$ cat config.mk
export PLATFORM = sky130hd
export DESIGN_NAME = baud_tick_gen
export DESIGN_NICKNAME = d
export VERILOG_FILES = /design/src/rtl/baud_pkg.sv /design/src/rtl/baud_regs.sv /design/src/rtl/baud_presc.sv /design/src/rtl/baud_divcnt.sv /design/src/rtl/baud_tick_gen.sv
export SDC_FILE = /design/constraint.sdc
export NUM_CORES = 1
export LEC_CHECK = 0
export BUFFER_PORTS_ARGS = -buffer_cell sky130_fd_sc_hd__buf_2
export CAP_MARGIN = 15
export CORE_AREA = 2 2 83 105
export CTS_CLUSTER_DIAMETER = 80
export DETAILED_ROUTE_END_ITERATION = 8
export DIE_AREA = 0 0 85 107
export HOLD_SLACK_MARGIN = 0.08
export PLACE_DENSITY = 0.66
export SLEW_MARGIN = 20
export SYNTH_ARGS = -nofsm -noshare
export SYNTH_HDL_FRONTEND = slang
export SYNTH_SLANG_ARGS = --single-unit
$ cat constraint.sdc
create_clock -name clk -period 3.41 [get_ports clk]
set_input_delay 0.682 -clock clk [delete_from_list [all_inputs] [get_ports clk]]
set_output_delay 0.682 -clock clk [all_outputs]
set_load 0.05 [all_outputs]
$ cat src/rtl/baud_pkg.sv
// Shared definitions for the baud tick generator.
// Assumes an 8-bit register port with a 2-bit address.
package baud_pkg;

    typedef enum logic [1:0] {
        PS_DIV13 = 2'b00,
        PS_FRAC  = 2'b01,
        PS_RSVD  = 2'b10,
        PS_DIV1  = 2'b11
    } presel_e;

    localparam int          ADDR_W    = 2;
    localparam logic [1:0]  A_DIV_LO  = 2'd0;
    localparam logic [1:0]  A_DIV_HI  = 2'd1;
    localparam logic [1:0]  A_CTRL    = 2'd2;
    localparam int          LOCK_BIT  = 2;
    localparam int          TEST_BIT  = 3;

endpackage

$ cat src/rtl/baud_regs.sv
// Register file: divisor bytes, scratchpad bytes and control byte.
// Assumes single-cycle write strobes. The read path is combinational.
// When the lock is set outside extended mode, divisor addresses hit scratchpads.
module baud_regs
    import baud_pkg::*;
#(
    parameter int DIV_W = 16
) (
    input  logic              clk,
    input  logic              rst_n,
    input  logic [ADDR_W-1:0] addr,
    input  logic [7:0]        wdata,
    input  logic              wr,
    input  logic              rd,
    input  logic              ext_mode,
    output logic [7:0]        rdata,
    output logic [DIV_W-1:0]  div,
    output presel_e           presel,
    output logic              btest,
    output logic              reload
);
    localparam int HI_W = DIV_W - 8;

    logic [7:0]       ctrl_q;
    logic [7:0]       scr_lo_q, scr_hi_q;
    logic [DIV_W-1:0] div_q;
    logic             redir;
    logic             div_addr;

    // Steering condition for divisor-address accesses
    assign redir    = ctrl_q[LOCK_BIT] && !ext_mode;
    assign div_addr = (addr == A_DIV_LO) || (addr == A_DIV_HI);
    assign reload   = wr && div_addr && !redir;

    // Register writes with synchronous reset
    always_ff @(posedge clk) begin
        if (!rst_n) begin
            ctrl_q   <= '0;
            scr_lo_q <= '0;
            scr_hi_q <= '0;
            div_q    <= '0;
        end else if (wr) begin
            case (addr)
                A_DIV_LO: if (redir) scr_lo_q <= wdata;
                          else       div_q[7:0] <= wdata;
                A_DIV_HI: if (redir) scr_hi_q <= wdata;
                          else       div_q[DIV_W-1:8] <= wdata[HI_W-1:0];
                A_CTRL:   ctrl_q <= wdata;
                default:  ;
            endcase
        end
    end

    // Combinational read mux, zero when not reading
    always_comb begin
        rdata = '0;
        if (rd) begin
            case (addr)
                A_DIV_LO: rdata = redir ? scr_lo_q : div_q[7:0];
                A_DIV_HI: rdata = redir ? scr_hi_q : 8'(div_q[DIV_W-1:8]);
                A_CTRL:   rdata = ctrl_q;
                default:  rdata = '0;
            endcase
        end
    end

    assign div    = div_q;
    assign presel = presel_e'(ctrl_q[1:0]);
    assign btest  = ctrl_q[TEST_BIT];

    // Locked legacy access must leave the real divisor alone
    p_lock_holds_div_r8: assert property (@(posedge clk) disable iff (!rst_n)
        (wr && redir && div_addr) |=> $stable(div_q));

    // Extended mode writes reach the real divisor even when locked
    p_ext_write_lands_r9: assert property (@(posedge clk) disable iff (!rst_n)
        (wr && ext_mode && addr == A_DIV_LO) |=> (div_q[7:0] == $past(wdata)));

endmodule

$ cat src/rtl/baud_presc.sv
// Prescaler: emits a one-cycle enable at 1/13, 8/13 or 1/1 of the clock rate.
// Assumes the select may change at any time; the phase state restarts
// whenever a mode is left.
module baud_presc
    import baud_pkg::*;
#(
    parameter int INT_DIV  = 13,
    parameter int FRAC_ADD = 8,
    parameter int FRAC_MOD = 13
) (
    input  logic    clk,
    input  logic    rst_n,
    input  presel_e sel,
    output logic    en
);
    localparam int CNT_W = $clog2(INT_DIV);
    localparam int ACC_W = $clog2(FRAC_MOD) + 1;

    logic [CNT_W-1:0] cnt_q;
    logic [ACC_W-1:0] acc_q;
    logic [ACC_W-1:0] sum;
    logic             en_q;
    logic             mode_int;

    assign mode_int = (sel == PS_DIV13) || (sel == PS_RSVD);
    assign sum      = acc_q + ACC_W'(FRAC_ADD);

    // Integer divider, fractional accumulator and registered enable
    always_ff @(posedge clk) begin
        if (!rst_n) begin
            cnt_q <= '0;
            acc_q <= '0;
            en_q  <= 1'b0;
        end else begin
            cnt_q <= '0;
            acc_q <= '0;
            en_q  <= 1'b0;
            case (sel)
                PS_DIV1: en_q <= 1'b1;
                PS_FRAC: begin
                    if (sum >= ACC_W'(FRAC_MOD)) begin
                        acc_q <= sum - ACC_W'(FRAC_MOD);
                        en_q  <= 1'b1;
                    end else begin
                        acc_q <= sum;
                    end
                end
                default: begin
                    if (cnt_q == CNT_W'(INT_DIV - 1)) begin
                        en_q <= 1'b1;
                    end else begin
                        cnt_q <= cnt_q + 1'b1;
                    end
                end
            endcase
        end
    end

    assign en = en_q;

    // Accumulator stays below the modulus
    p_acc_bound_r3: assert property (@(posedge clk) disable iff (!rst_n)
        acc_q < ACC_W'(FRAC_MOD));

    // Integer mode never gives two enables in a row
    p_int_spaced_r2: assert property (@(posedge clk) disable iff (!rst_n)
        (en_q && mode_int) |=> (!en_q || !mode_int));

endmodule

$ cat src/rtl/baud_divcnt.sv
// Divisor counter: counts prescaler enables and pulses tick on wrap.
// A divisor of 0 wraps at 2**DIV_W. A reload restarts the count from 0.
module baud_divcnt #(
    parameter int DIV_W = 16
) (
    input  logic             clk,
    input  logic             rst_n,
    input  logic             presc_en,
    input  logic [DIV_W-1:0] div,
    input  logic             reload,
    output logic             tick
);
    logic [DIV_W-1:0] cnt_q;
    logic [DIV_W-1:0] last;
    logic             tick_q;

    assign last = div - 1'b1;

    // Count enables, wrap at divisor-1, register the tick
    always_ff @(posedge clk) begin
        if (!rst_n) begin
            cnt_q  <= '0;
            tick_q <= 1'b0;
        end else if (reload) begin
            cnt_q  <= '0;
            tick_q <= 1'b0;
        end else if (presc_en) begin
            tick_q <= (cnt_q == last);
            cnt_q  <= (cnt_q == last) ? '0 : cnt_q + 1'b1;
        end else begin
            tick_q <= 1'b0;
        end
    end

    assign tick = tick_q;

    // A tick always follows a prescaler enable
    p_tick_after_en_r11: assert property (@(posedge clk) disable iff (!rst_n)
        tick_q |-> $past(presc_en));

    // Reload restarts the count
    p_reload_clears_r7: assert property (@(posedge clk) disable iff (!rst_n)
        reload |=> (cnt_q == '0 && !tick_q));

    // Count never passes the wrap point
    p_cnt_range_r6: assert property (@(posedge clk) disable iff (!rst_n)
        cnt_q <= last);

endmodule

$ cat src/rtl/baud_tick_gen.sv
// Top: register port, prescaler, divisor counter and DTR test routing.
// Assumes a 24 MHz clk; baud_tick is an enable in that domain.
module baud_tick_gen
    import baud_pkg::*;
#(
    parameter int DIV_W    = 16,
    parameter int INT_DIV  = 13,
    parameter int FRAC_ADD = 8,
    parameter int FRAC_MOD = 13
) (
    input  logic        clk,
    input  logic        rst_n,
    input  logic [1:0]  reg_addr,
    input  logic [7:0]  reg_wdata,
    input  logic        reg_wr,
    input  logic        reg_rd,
    input  logic        ext_mode,
    input  logic        dtr_in,
    output logic [7:0]  reg_rdata,
    output logic        baud_tick,
    output logic        dtr_out
);
    logic [DIV_W-1:0] div;
    presel_e          presel;
    logic             btest;
    logic             reload;
    logic             presc_en;

    baud_regs #(.DIV_W(DIV_W)) i_regs (
        .clk(clk), .rst_n(rst_n), .addr(reg_addr), .wdata(reg_wdata),
        .wr(reg_wr), .rd(reg_rd), .ext_mode(ext_mode), .rdata(reg_rdata),
        .div(div), .presel(presel), .btest(btest), .reload(reload)
    );

    baud_presc #(.INT_DIV(INT_DIV), .FRAC_ADD(FRAC_ADD), .FRAC_MOD(FRAC_MOD)) i_presc (
        .clk(clk), .rst_n(rst_n), .sel(presel), .en(presc_en)
    );

    baud_divcnt #(.DIV_W(DIV_W)) i_divcnt (
        .clk(clk), .rst_n(rst_n), .presc_en(presc_en), .div(div),
        .reload(reload), .tick(baud_tick)
    );

    // DTR pin: baud tick in test mode, normal value otherwise
    assign dtr_out = btest ? baud_tick : dtr_in;

    // Tick and prescaler enable never appear without a reset-free history
    p_no_tick_in_reset_r1: assert property (@(posedge clk)
        !rst_n |=> !baud_tick);

endmodule

======== Word-level counts from Yosys, hierarchy flattened ========
Index checks and enable logic that the tools add are counted.
operators by class
  bitwise operators ....................... 3
  muxes and demuxes ....................... 10
  reduce and logical (&&, ||, !) cells .... 16
  order comparisons ....................... 1
  eq/ne operators ......................... 6
  $add $sub $neg .......................... 5
operator list
  cell                   count
  $mux 8                 3
  $pmux 8 s3             1
  $add 16x1->16 const B  1
  $eq 16x16->1           1
  $mux 16                1
  $sub 16x1->16 const B  1
  $reduce_and 3->1       4
  $add 5x4->5 const B    1
  $ge 5x4->1 const B     1
  $mux 5                 1
  $sub 5x4->5 const B    1
  $add 4x1->4 const B    1
  $eq 2x1->1 const B     2
  $eq 2x2->1 const B     2
  $eq 4x4->1 const B     1
  $reduce_and 2->1       2
  $reduce_or 4->1        1
  $logic_and 1x1->1      3
  $mux 1                 3
  $not 1->1              3
  $reduce_or 3->1        1
  $logic_not 1->1        2
  $logic_not 2->1        1
  $pmux 1 s2             1
  other kinds (2)        2
word-level totals
  bits in registers ....................... 67
  logic and storage cells ................. 51
  output and inout port bits .............. 10

======== Longest topological paths before layout ========
Gate-level depths: netlist (run 1).
  depth after elaboration ................. 5
  gate-level depth with buffers ........... 11
  gate-level depth less buffers ........... 8

======== Modules after synthesis ========
Synthesis (run 1) repeated with hierarchy kept, for this count alone.
unflattened totals
  cell total of the unflattened synthesis .. 455
  area total of the unflattened synthesis .. 3891.2 um^2
modules (own cells, without submodules)
  module         cells each  times used  area an instance (um^2)
  baud_regs      237         1           2039.5
  baud_divcnt    157         1           1282.5
  baud_presc     60          1           554.3
  baud_tick_gen  1           1           15.0

======== Worst setup path after synthesis (run 1) ========
OpenSTA, ideal clock, no wires.
  kind .................................... register to register
  from .................................... reg i_regs.div_q[2] (netlist: i_regs.div[2])
  to ...................................... reg i_divcnt.cnt_q[10]
  path buffers ............................ 3
  setup time .............................. 141 ps
  stages on the path, launching flop included .. 10
  required time ........................... 3269 ps
  slack ................................... 376 ps
  period minus slack after synthesis ...... 3034 ps
  arrival time ............................ 2894 ps
  path through ............................ dfxtp_1 > buf_6 > or4_4 > buf_6 > or4_1 > xnor2_1 > or4_4 > nor4_4 > buf_6 > nor3_2
on the way
  word-level cells in the longest chain between the ends .. 3
ends and longest elaborated chain
  what                              RTL line           RTL
  start: declaration                baud_regs.sv:26    logic [DIV_W-1:0] div_q;
  start signal: assignment          baud_regs.sv:45    else div_q[7:0] <= wdata;
  start signal: indexed assignment  baud_regs.sv:47    else div_q[DIV_W-1:8] <= wdata[HI_W-1:0];
  $sub 16x1->16                     baud_divcnt.sv:17  assign last = div - 1'b1;
  $eq 16x16->1                      baud_divcnt.sv:29  cnt_q <= (cnt_q == last) ? '0 : cnt_q + 1'b1;
  $mux 16                           baud_divcnt.sv:29
  end signal: assignment            baud_divcnt.sv:29
  end: declaration                  baud_divcnt.sv:13  logic [DIV_W-1:0] cnt_q;
Every way passes these cells.
A chain may end at the register's enable or synchronous reset.

======== Final worst setup path (run 1) ========
  from .................................... reg i_regs.div_q[3] (netlist: i_regs.div[3])
  to ...................................... reg i_divcnt.cnt_q[13]
Same word-level chain as after synthesis.

==> results.md, run 1 <==
- Placer Congestion: 0.927
- Switching Share: 0.288
- Post-CTS setup buffers: 0
- Final hold vios: 0
- Synth unique cells: 54
- PostCTS Resize Cnt: 0
- Power per Cell Area: 398 mW/mm^2
- Initial antenna violation count: 0
- Final period util: 0.875
- Max-Cap Viols: 0
- Root buf cell: clkbuf_8
- Total power draw: 1740 uW
- Mapped cell area: 0.00396 sq mm
- # nets final: 495
- Routed wire length: 8960 um
- Post-DP HPWL: 6480 um
- H-tree Lvls: 3
- DR pass1 iterations: 4
- Async set-reset flop share out of synthesis: 0
- Worst EP required: 3.64 ns
- Drt wl/cell: 15.6 um
- First-pass GRT wire length: 15100 um
- Grt total ovfl: 0
- Design Area, Final: 0.00438 sq mm
- Die ar.: 0.00910 sq mm
- Routed Antenna Nets: 0
- Initial DRC count: 188
- Area Growth Syn to Fin: 10.5%
- Syn nets: 473
- CTS tree: yes
- Startpoint Class: flop
- Setup_tns: 0 ns
- WP data arrival: 3.21 ns
- Max VDD drop: 0.260 mV
- Slew headroom: 0.500
- Layout Skew: 0.0162 ns
- Worst-skew pair later-pin latency: 0.35 ns
- RSZ-0062 raised after global routing: false
- Hold Buf Count CTS: 0
- Post-synth EDFFs: 0
- Sequential-to-total area share from yosys stat: 0.338
- Seq pwr share: 0.468
- DRC: 0
- Synth Instances: 450
- Leakage power: 0.00170 uW
- Io pins: 26
- DR vias/cell: 5.60
- Fillers: 747
- Ys flop type: dfxtp_1
- Worst Max-Slew Pin Slew: 0.743 ns
- Max Freq: 0.335 GHz
- Vias in the first global route: 3062
- Area of the core: 0.00810 sq mm
- Layout cells sized above 1: 0.153
- Placed Instance Area: 0.00417 sq mm
- Flops & latches, synth: 67
- Longest Clk Path Bufs: 2
- Status: complete, no violations
- Dpl cells: 558
- Die height: 107 um
- Largest net degree at the start of global routing: 46
- Sink Count: 67
- Initial Util: 0.489
- CP endpoint kind: flop
- Class of the most critical setup path: reg -> reg
- Overall Global Routing Usage: 0.209
- Port Buffers: 25
- Final Non-Filler Cells: 574
- N_diodes: 0
- Tmin final: 2.98 ns
- Worst hold path type: reg -> reg
- Syn Area/Cell: 8.81 sq um
- Internal power: 1240 uW
- Final setup vio count: 0
- Clock network power share: 0.399
- Comb pwr share: 0.133
- Vias: 3216
- Worst-path clk slew: 0.08 ns
- Switch Pwr: 502 uW
- YS warnings: 0
- Chip width: 85 um
- CP max FO: 14
- FP Rows: 37
- Num CTS Buffers: 9
- Pins over their slew limit: 0
cell type report:
class,count,area [sq um],area share
Clock buffer,9,124,0.0283
Clock inverter,7,81.3,0.0186
Inverter,13,48.8,0.0111
Multi-Input combinational cell,345,2450,0.560
Sequential cell,67,1340,0.306
Tap cell,97,121,0.0277
Timing Repair Buffer,36,208,0.0474
Yosys cell counts (all sizes together) (2+ instances only):
| cell type | n | area share |
|---|---|---|
| xnor2 | 21 | 0.046 |
| or3 | 2 | 0.0032 |
| or4 | 5 | 0.011 |
| nor4b | 2 | 0.0044 |
| o31ai | 3 | 0.0057 |
| a21boi | 4 | 0.0076 |
| o22ai | 8 | 0.016 |
| a21oi | 25 | 0.032 |
| nor2b | 44 | 0.069 |
| ha | 7 | 0.022 |
| o21a | 2 | 0.0038 |
| nand2 | 29 | 0.027 |
| and3 | 6 | 0.0095 |
| clkbuf | 19 | 0.018 |
| a31oi | 2 | 0.0032 |
| buf | 6 | 0.012 |
| nand4 | 9 | 0.014 |
| nand4b | 3 | 0.0066 |
| xor2 | 16 | 0.035 |
| o21ai | 8 | 0.010 |
| mux2i | 47 | 0.12 |
| nor3 | 24 | 0.043 |
| nand2b | 8 | 0.013 |
| nor4 | 12 | 0.028 |
| dfxtp | 67 | 0.34 |
| inv | 13 | 0.012 |
| nand3 | 10 | 0.013 |
| nor2 | 20 | 0.019 |
| and2 | 7 | 0.011 |
| nand3b | 4 | 0.0076 |
| or2 | 2 | 0.0032 |
state kept, by name, summed over array words and instances, names as in the netlist:
signal / flops
i_regs.div: 16
i_regs.scr_lo_q: 8
i_presc.en: 1
i_divcnt.cnt_q: 16
i_divcnt.tick: 1
i_presc.cnt_q: 4
i_regs.ctrl_q: 8
i_presc.acc_q: 5
i_regs.scr_hi_q: 8
path summary, 6_finish.rpt:
path	start	to	slack (ns)	cells past startpoint
worst max-delay path	i_regs.div[3]$_SDFFE_PN0P_	i_divcnt.cnt_q[13]$_SDFFE_PP0P_	0.43	7
worst min-delay path	i_presc.cnt_q[0]$_SDFF_PP0_	i_presc.cnt_q[0]$_SDFF_PP0_	0.47	1
worst max register to register	i_regs.div[3]$_SDFFE_PN0P_	i_divcnt.cnt_q[13]$_SDFFE_PP0P_	0.43	7
worst min register to register	i_presc.cnt_q[0]$_SDFF_PP0_	i_presc.cnt_q[0]$_SDFF_PP0_	0.47	1
logic make-up (layout without fill, tap and decap cells):
family,after synthesis,count (layout),synth area share
and+or+nand+nor,192,192,0.295
xor gates and xnor gates,37,37,0.0818
adders and majority gates,7,7,0.0221
AOI/OAI and AO/OA,61,61,0.0991
DFF,67,67,0.338
buffers and inverters,38,65,0.0423
muxes,48,48,0.122
layer usage:
| layer | global-route usage | wire length, um | up-vias |
|---|---|---|---|
| met2 | 0.343 | 4300 | 62 |
| met3 | 0.0385 | 284 | 22 |
| li1 | - | - | 1632 |
| met4 | 0.0918 | 274 | 0 |
| met5 | 0 | 0 | - |
| met1 | 0.265 | 4100 | 1500 |
per-stage QoR:
step / setup slack [ns] / util / hold WS (ns)
after floorplan: 0.376 / - / 0.430
after global placement: 0.478 / 0.515 / 0.443
after detailed placement: 0.437 / 0.515 / 0.451
after CTS: 0.427 / 0.540 / 0.471
after global routing: 0.288 / 0.540 / 0.508
final: 0.426 / 0.540 / 0.467
worst max-delay path, cell delays in order, from the launching register on:
cell and delay [ns]:
dfxtp_1 0.40, or4_4 0.60, or4_1 0.50, xnor2_1 0.16, or4_4 0.57, nor4_4 0.28
buf_4 0.28, nor4_1 0.08
placed cells by master (no fill, tap or decap), drive strengths merged, types with 9 or more instances in the layout:
cell type / count
buf: 36
nand2: 29
nor3: 24
clkbuf: 9
nor2b: 44
nand4: 9
xor2: 16
xnor2: 21
nor2: 20
inv: 16
nand3: 10
dfxtp: 67
nor4: 12
mux2i: 47
a21oi: 25
power by group through the flow:
stage / Clock (uW) / Combinational [uW] / Sequential (uW)
global placement: 0 / 228 / 833
detailed placement: 0 / 230 / 834
CTS: 715 / 231 / 815
global route: 738 / 255 / 818
floorplan: 0 / 178 / 825
finish: 695 / 232 / 815
Power figures use the tool's default switching activity.
==> run 2: changes to the inputs <==
CORE_AREA = 2 2 82 104   (was 2 2 83 105)
DIE_AREA = 0 0 84 106   (was 0 0 85 107)
SYNTH_HIERARCHICAL = 1   (was not set)
==> run 2 against run 1 <==
Area after synthesis decreased by 1.8%. Power rose by 5.6%. Critical path depth grew 2. Utilization is 1.2 points lower. Synthesized cell count increased by 1.1%. Sequential cell count unchanged. Global-route usage is 0.96 points higher. Die area decreased by 2.1%. Clock skew is 0.011 ns lower. Sequential power about the same. Non-clock buffer count is 4 lower. Final cell count down 1.2%. Largest power group unchanged.
==> results.md, run 2 <==
- CP endpoint kind: flop (unchanged)
- CP Cell Sequence: inv_1 > ha_1 > or4b_4 > or3_1 > nor3_1 > xnor2_1 > nand4_2 > o31ai_4 > nor2_1 (was or4_4 > or4_1 > xnor2_1 > or4_4 > nor4_4 > buf_4 > nor4_1)
- CP max FO: 13 (was 14)
- Syn Area/Cell: 8.55 sq um (was 8.81 sq um)
- Root buf cell: clkbuf_8 (unchanged)
- PostCTS Resize Cnt: 0 (unchanged)
- Worst Max-Slew Pin Slew: 0.658 ns (was 0.743 ns)
- RSZ-0062 raised after global routing: false (unchanged)
- Num CTS Buffers: 9 (unchanged)
- Largest cells by area after synthesis: dfxtp_1, a21oi_1, xor2_1, mux2i_1, nor2_1 (was dfxtp_1, mux2i_1, nor2b_1, xnor2_1, xor2_1)
- Slowest Stage Delay on Critical Path: 0.57 ns (was 0.60 ns)
- Final period util: 0.877 (was 0.875)
- FP Rows: 37 (unchanged)
- Yosys top cell area share: 0.345 (was 0.338)
- Fillers: 745 (was 747)
- Vias in the first global route: 3190 (was 3062)
- YS warnings: 6 (was 0)
- Chip width: 84 um (was 85 um)
- Commonest cells post-synth: dfxtp_1, a21oi_1, nor2_1 (was dfxtp_1, mux2i_1, nor2b_1)
- Placer Congestion: 0.885 (was 0.927)
- Post-DP HPWL: 6720 um (was 6480 um)
- Post-CTS setup buffers: 0 (unchanged)
- DRC: 0 (unchanged)
- Die height: 106 um (was 107 um)
- N_diodes: 0 (unchanged)
- Syn nets: 478 (was 473)
- Layout Skew: 0.00560 ns (was 0.0162 ns)
- Sink Count: 67 (unchanged)
- First-pass GRT wire length: 15600 um (was 15100 um)
- Class of the most critical setup path: reg -> reg (unchanged)
- Mapped cell area: 0.00389 sq mm (was 0.00396 sq mm)
- Final hold vios: 0 (unchanged)
- Worst R2R Setup Slack: 0.42 ns (was 0.43 ns)
- Initial Util: 0.486 (was 0.489)
- Post-synth EDFFs: 0 (unchanged)
- Tmin final: 2.99 ns (was 2.98 ns)
- Startpoint Class: flop (unchanged)
- Status: complete, no violations (unchanged)
- CTS tree: yes (unchanged)
- Worst EP required: 3.62 ns (was 3.64 ns)
- Final Core Density: 0.529 (was 0.540)
- Ys flop type: dfxtp_1 (unchanged)
- Vias: 3397 (was 3216)
- WP buf/inv: 1 (unchanged)
- Sequential-to-total area share from yosys stat: 0.345 (was 0.338)
- Top-count cell post-synth: dfxtp_1 (unchanged)
- Leakage power: 0.00172 uW (was 0.00170 uW)
- Power per Cell Area: 434 mW/mm^2 (was 398 mW/mm^2)
- End of the critical path: i_divcnt/cnt_q[9]$_SDFFE_PP0P_ (was i_divcnt.cnt_q[13]$_SDFFE_PP0P_)
- Port Buffers: 25 (unchanged)
- Die ar.: 0.00890 sq mm (was 0.00910 sq mm)
- Initial DRC count: 243 (was 188)
- Async set-reset flop share out of synthesis: 0 (unchanged)
- Family with the most delay on the worst path: simple AND/OR/NAND/NOR gates (unchanged)
- Drt wl/cell: 16.7 um (was 15.6 um)
- Routed Antenna Nets: 0 (unchanged)
- Pins over their slew limit: 0 (unchanged)
- Area leader, netlist: dfxtp_1 (unchanged)
- # nets final: 488 (was 495)
- Synth Instances: 455 (was 450)
- Min Hold Slack: 0.469 ns (was 0.467 ns)
- Final setup vio count: 0 (unchanged)
- Flops & latches, synth: 67 (unchanged)
- Layout cells sized above 1: 0.130 (was 0.153)
- Io pins: 26 (unchanged)
- H-tree Lvls: 3 (unchanged)
- Reg-to-reg startpoint: i_regs/div[0]$_SDFFE_PN0P_ (was i_regs.div[3]$_SDFFE_PN0P_)
- Synth unique cells: 51 (was 54)
- Max VDD drop: 0.254 mV (was 0.260 mV)
- Initial antenna violation count: 0 (unchanged)
- Slew headroom: 0.561 (was 0.500)
- Worst-skew pair later-pin latency: 0.35 ns (about the same)
- Grt total ovfl: 0 (unchanged)
- DR pass1 iterations: 4 (unchanged)
- Longest Clk Path Bufs: 2 (unchanged)
- Setup_tns: 0 ns (unchanged)
- Crit path from: i_regs/div[0]$_SDFFE_PN0P_ (was i_regs.div[3]$_SDFFE_PN0P_)
- Max Freq: 0.334 GHz (was 0.335 GHz)
- DR vias/cell: 5.99 (was 5.60)
- Critical R2R Capture: i_divcnt/cnt_q[9]$_SDFFE_PP0P_ (was i_divcnt.cnt_q[13]$_SDFFE_PP0P_)
- Reg2Reg Depth: 9 (was 7)
- Largest net degree at the start of global routing: 41 (was 46)
- WP depth: 9 (was 7)
- Most frequent cells in the layout: dfxtp_1, nor2_1, a21oi_1 (was dfxtp_1, mux2i_1, nor2b_1)
- Area Growth Syn to Fin: 8.84% (was 10.5%)
- Leading cell type in the layout, fill and taps excluded: dfxtp_1 (unchanged)
- Worst-path clk slew: 0.08 ns (about the same)
- Routed wire length: 9460 um (was 8960 um)
- Hold Buf Count CTS: 0 (unchanged)
- Worst hold path type: reg -> reg (unchanged)
- Overall Global Routing Usage: 0.218 (was 0.209)
- CP max stage cell: o31ai_4 (was or4_4)
- Max-Cap Viols: 0 (unchanged)
- WP data arrival: 3.20 ns (was 3.21 ns)
- Area of the core: 0.00801 sq mm (was 0.00810 sq mm)
==> run 2: metal layers <==
metal,part of all wire,global-route usage,up-vias
li1,-,-,1682
met1,0.44,0.271,1611
met2,0.49,0.368,86
met3,0.041,0.0435,18
met4,0.025,0.0945,0
met5,0,0,-
==> run 2: cell families (layout without fill, tap and decap cells) <==
| group | after synthesis | count (layout) | share of synthesized area |
|---|---|---|---|
| compound gates | 112 | 112 | 0.194 |
| xor+xnor | 35 | 35 | 0.0788 |
| fa+ha+maj | 7 | 7 | 0.0225 |
| buf+inv | 50 | 65 | 0.0666 |
| flops | 67 | 67 | 0.345 |
| mux | 19 | 19 | 0.0514 |
| simple gates | 165 | 165 | 0.242 |
==> run 2: area by class of cell <==
type,count,area (sq um),area share
sequential,67,1340,0.317
timing repair buffer,32,178,0.0419
inverter,17,63.8,0.0151
tap,97,121,0.0287
multi-input combinational,338,2290,0.541
clock inverter,7,116,0.0275
clock buffer,9,124,0.0292
==> run 2: where the power goes <==
group          switching [uW]  internal, uW
combinational             137          79.8
clock                     324           484
sequential               18.6           796
==> run 2: how the worst min path moves through the flow <==
stage,from,endpoint,cells after the start
2_1_floorplan,i_presc/cnt_q[0]$_SDFF_PP0_,i_presc/cnt_q[0]$_SDFF_PP0_,1
3_3_place_gp,i_presc/cnt_q[0]$_SDFF_PP0_,i_presc/cnt_q[0]$_SDFF_PP0_,1
3_5_place_dp,i_presc/cnt_q[0]$_SDFF_PP0_,i_presc/cnt_q[0]$_SDFF_PP0_,1
4_1_cts,i_presc/cnt_q[0]$_SDFF_PP0_,i_presc/cnt_q[0]$_SDFF_PP0_,1
5_1_grt,i_presc/cnt_q[0]$_SDFF_PP0_,i_presc/cnt_q[0]$_SDFF_PP0_,1
6_report,i_presc/cnt_q[0]$_SDFF_PP0_,i_presc/cnt_q[0]$_SDFF_PP0_,1
==> run 2: worst register-to-register path, delay by kind of cell, from the launching register on <==
family | cells | cell delay [ns]
AOI/OAI and AO/OA | 1 | 0.57
xor gates and xnor gates | 1 | 0.16
adders and majority gates | 1 | 0.20
buffers and inverters | 1 | 0.08
DFF | 1 | 0.37
and+or+nand+nor | 5 | 1.46
==> run 2: stage by stage <==
step	instances	cell area [sq um]	total power [uW]	setup slack, ns
after floorplan	455	3890	994	0.341
after global placement	551	4000	1040	0.472
after detailed placement	551	4000	1050	0.428
after CTS	567	4240	1850	0.423
after global routing	567	4240	1910	0.174
final	567	4240	1840	0.420
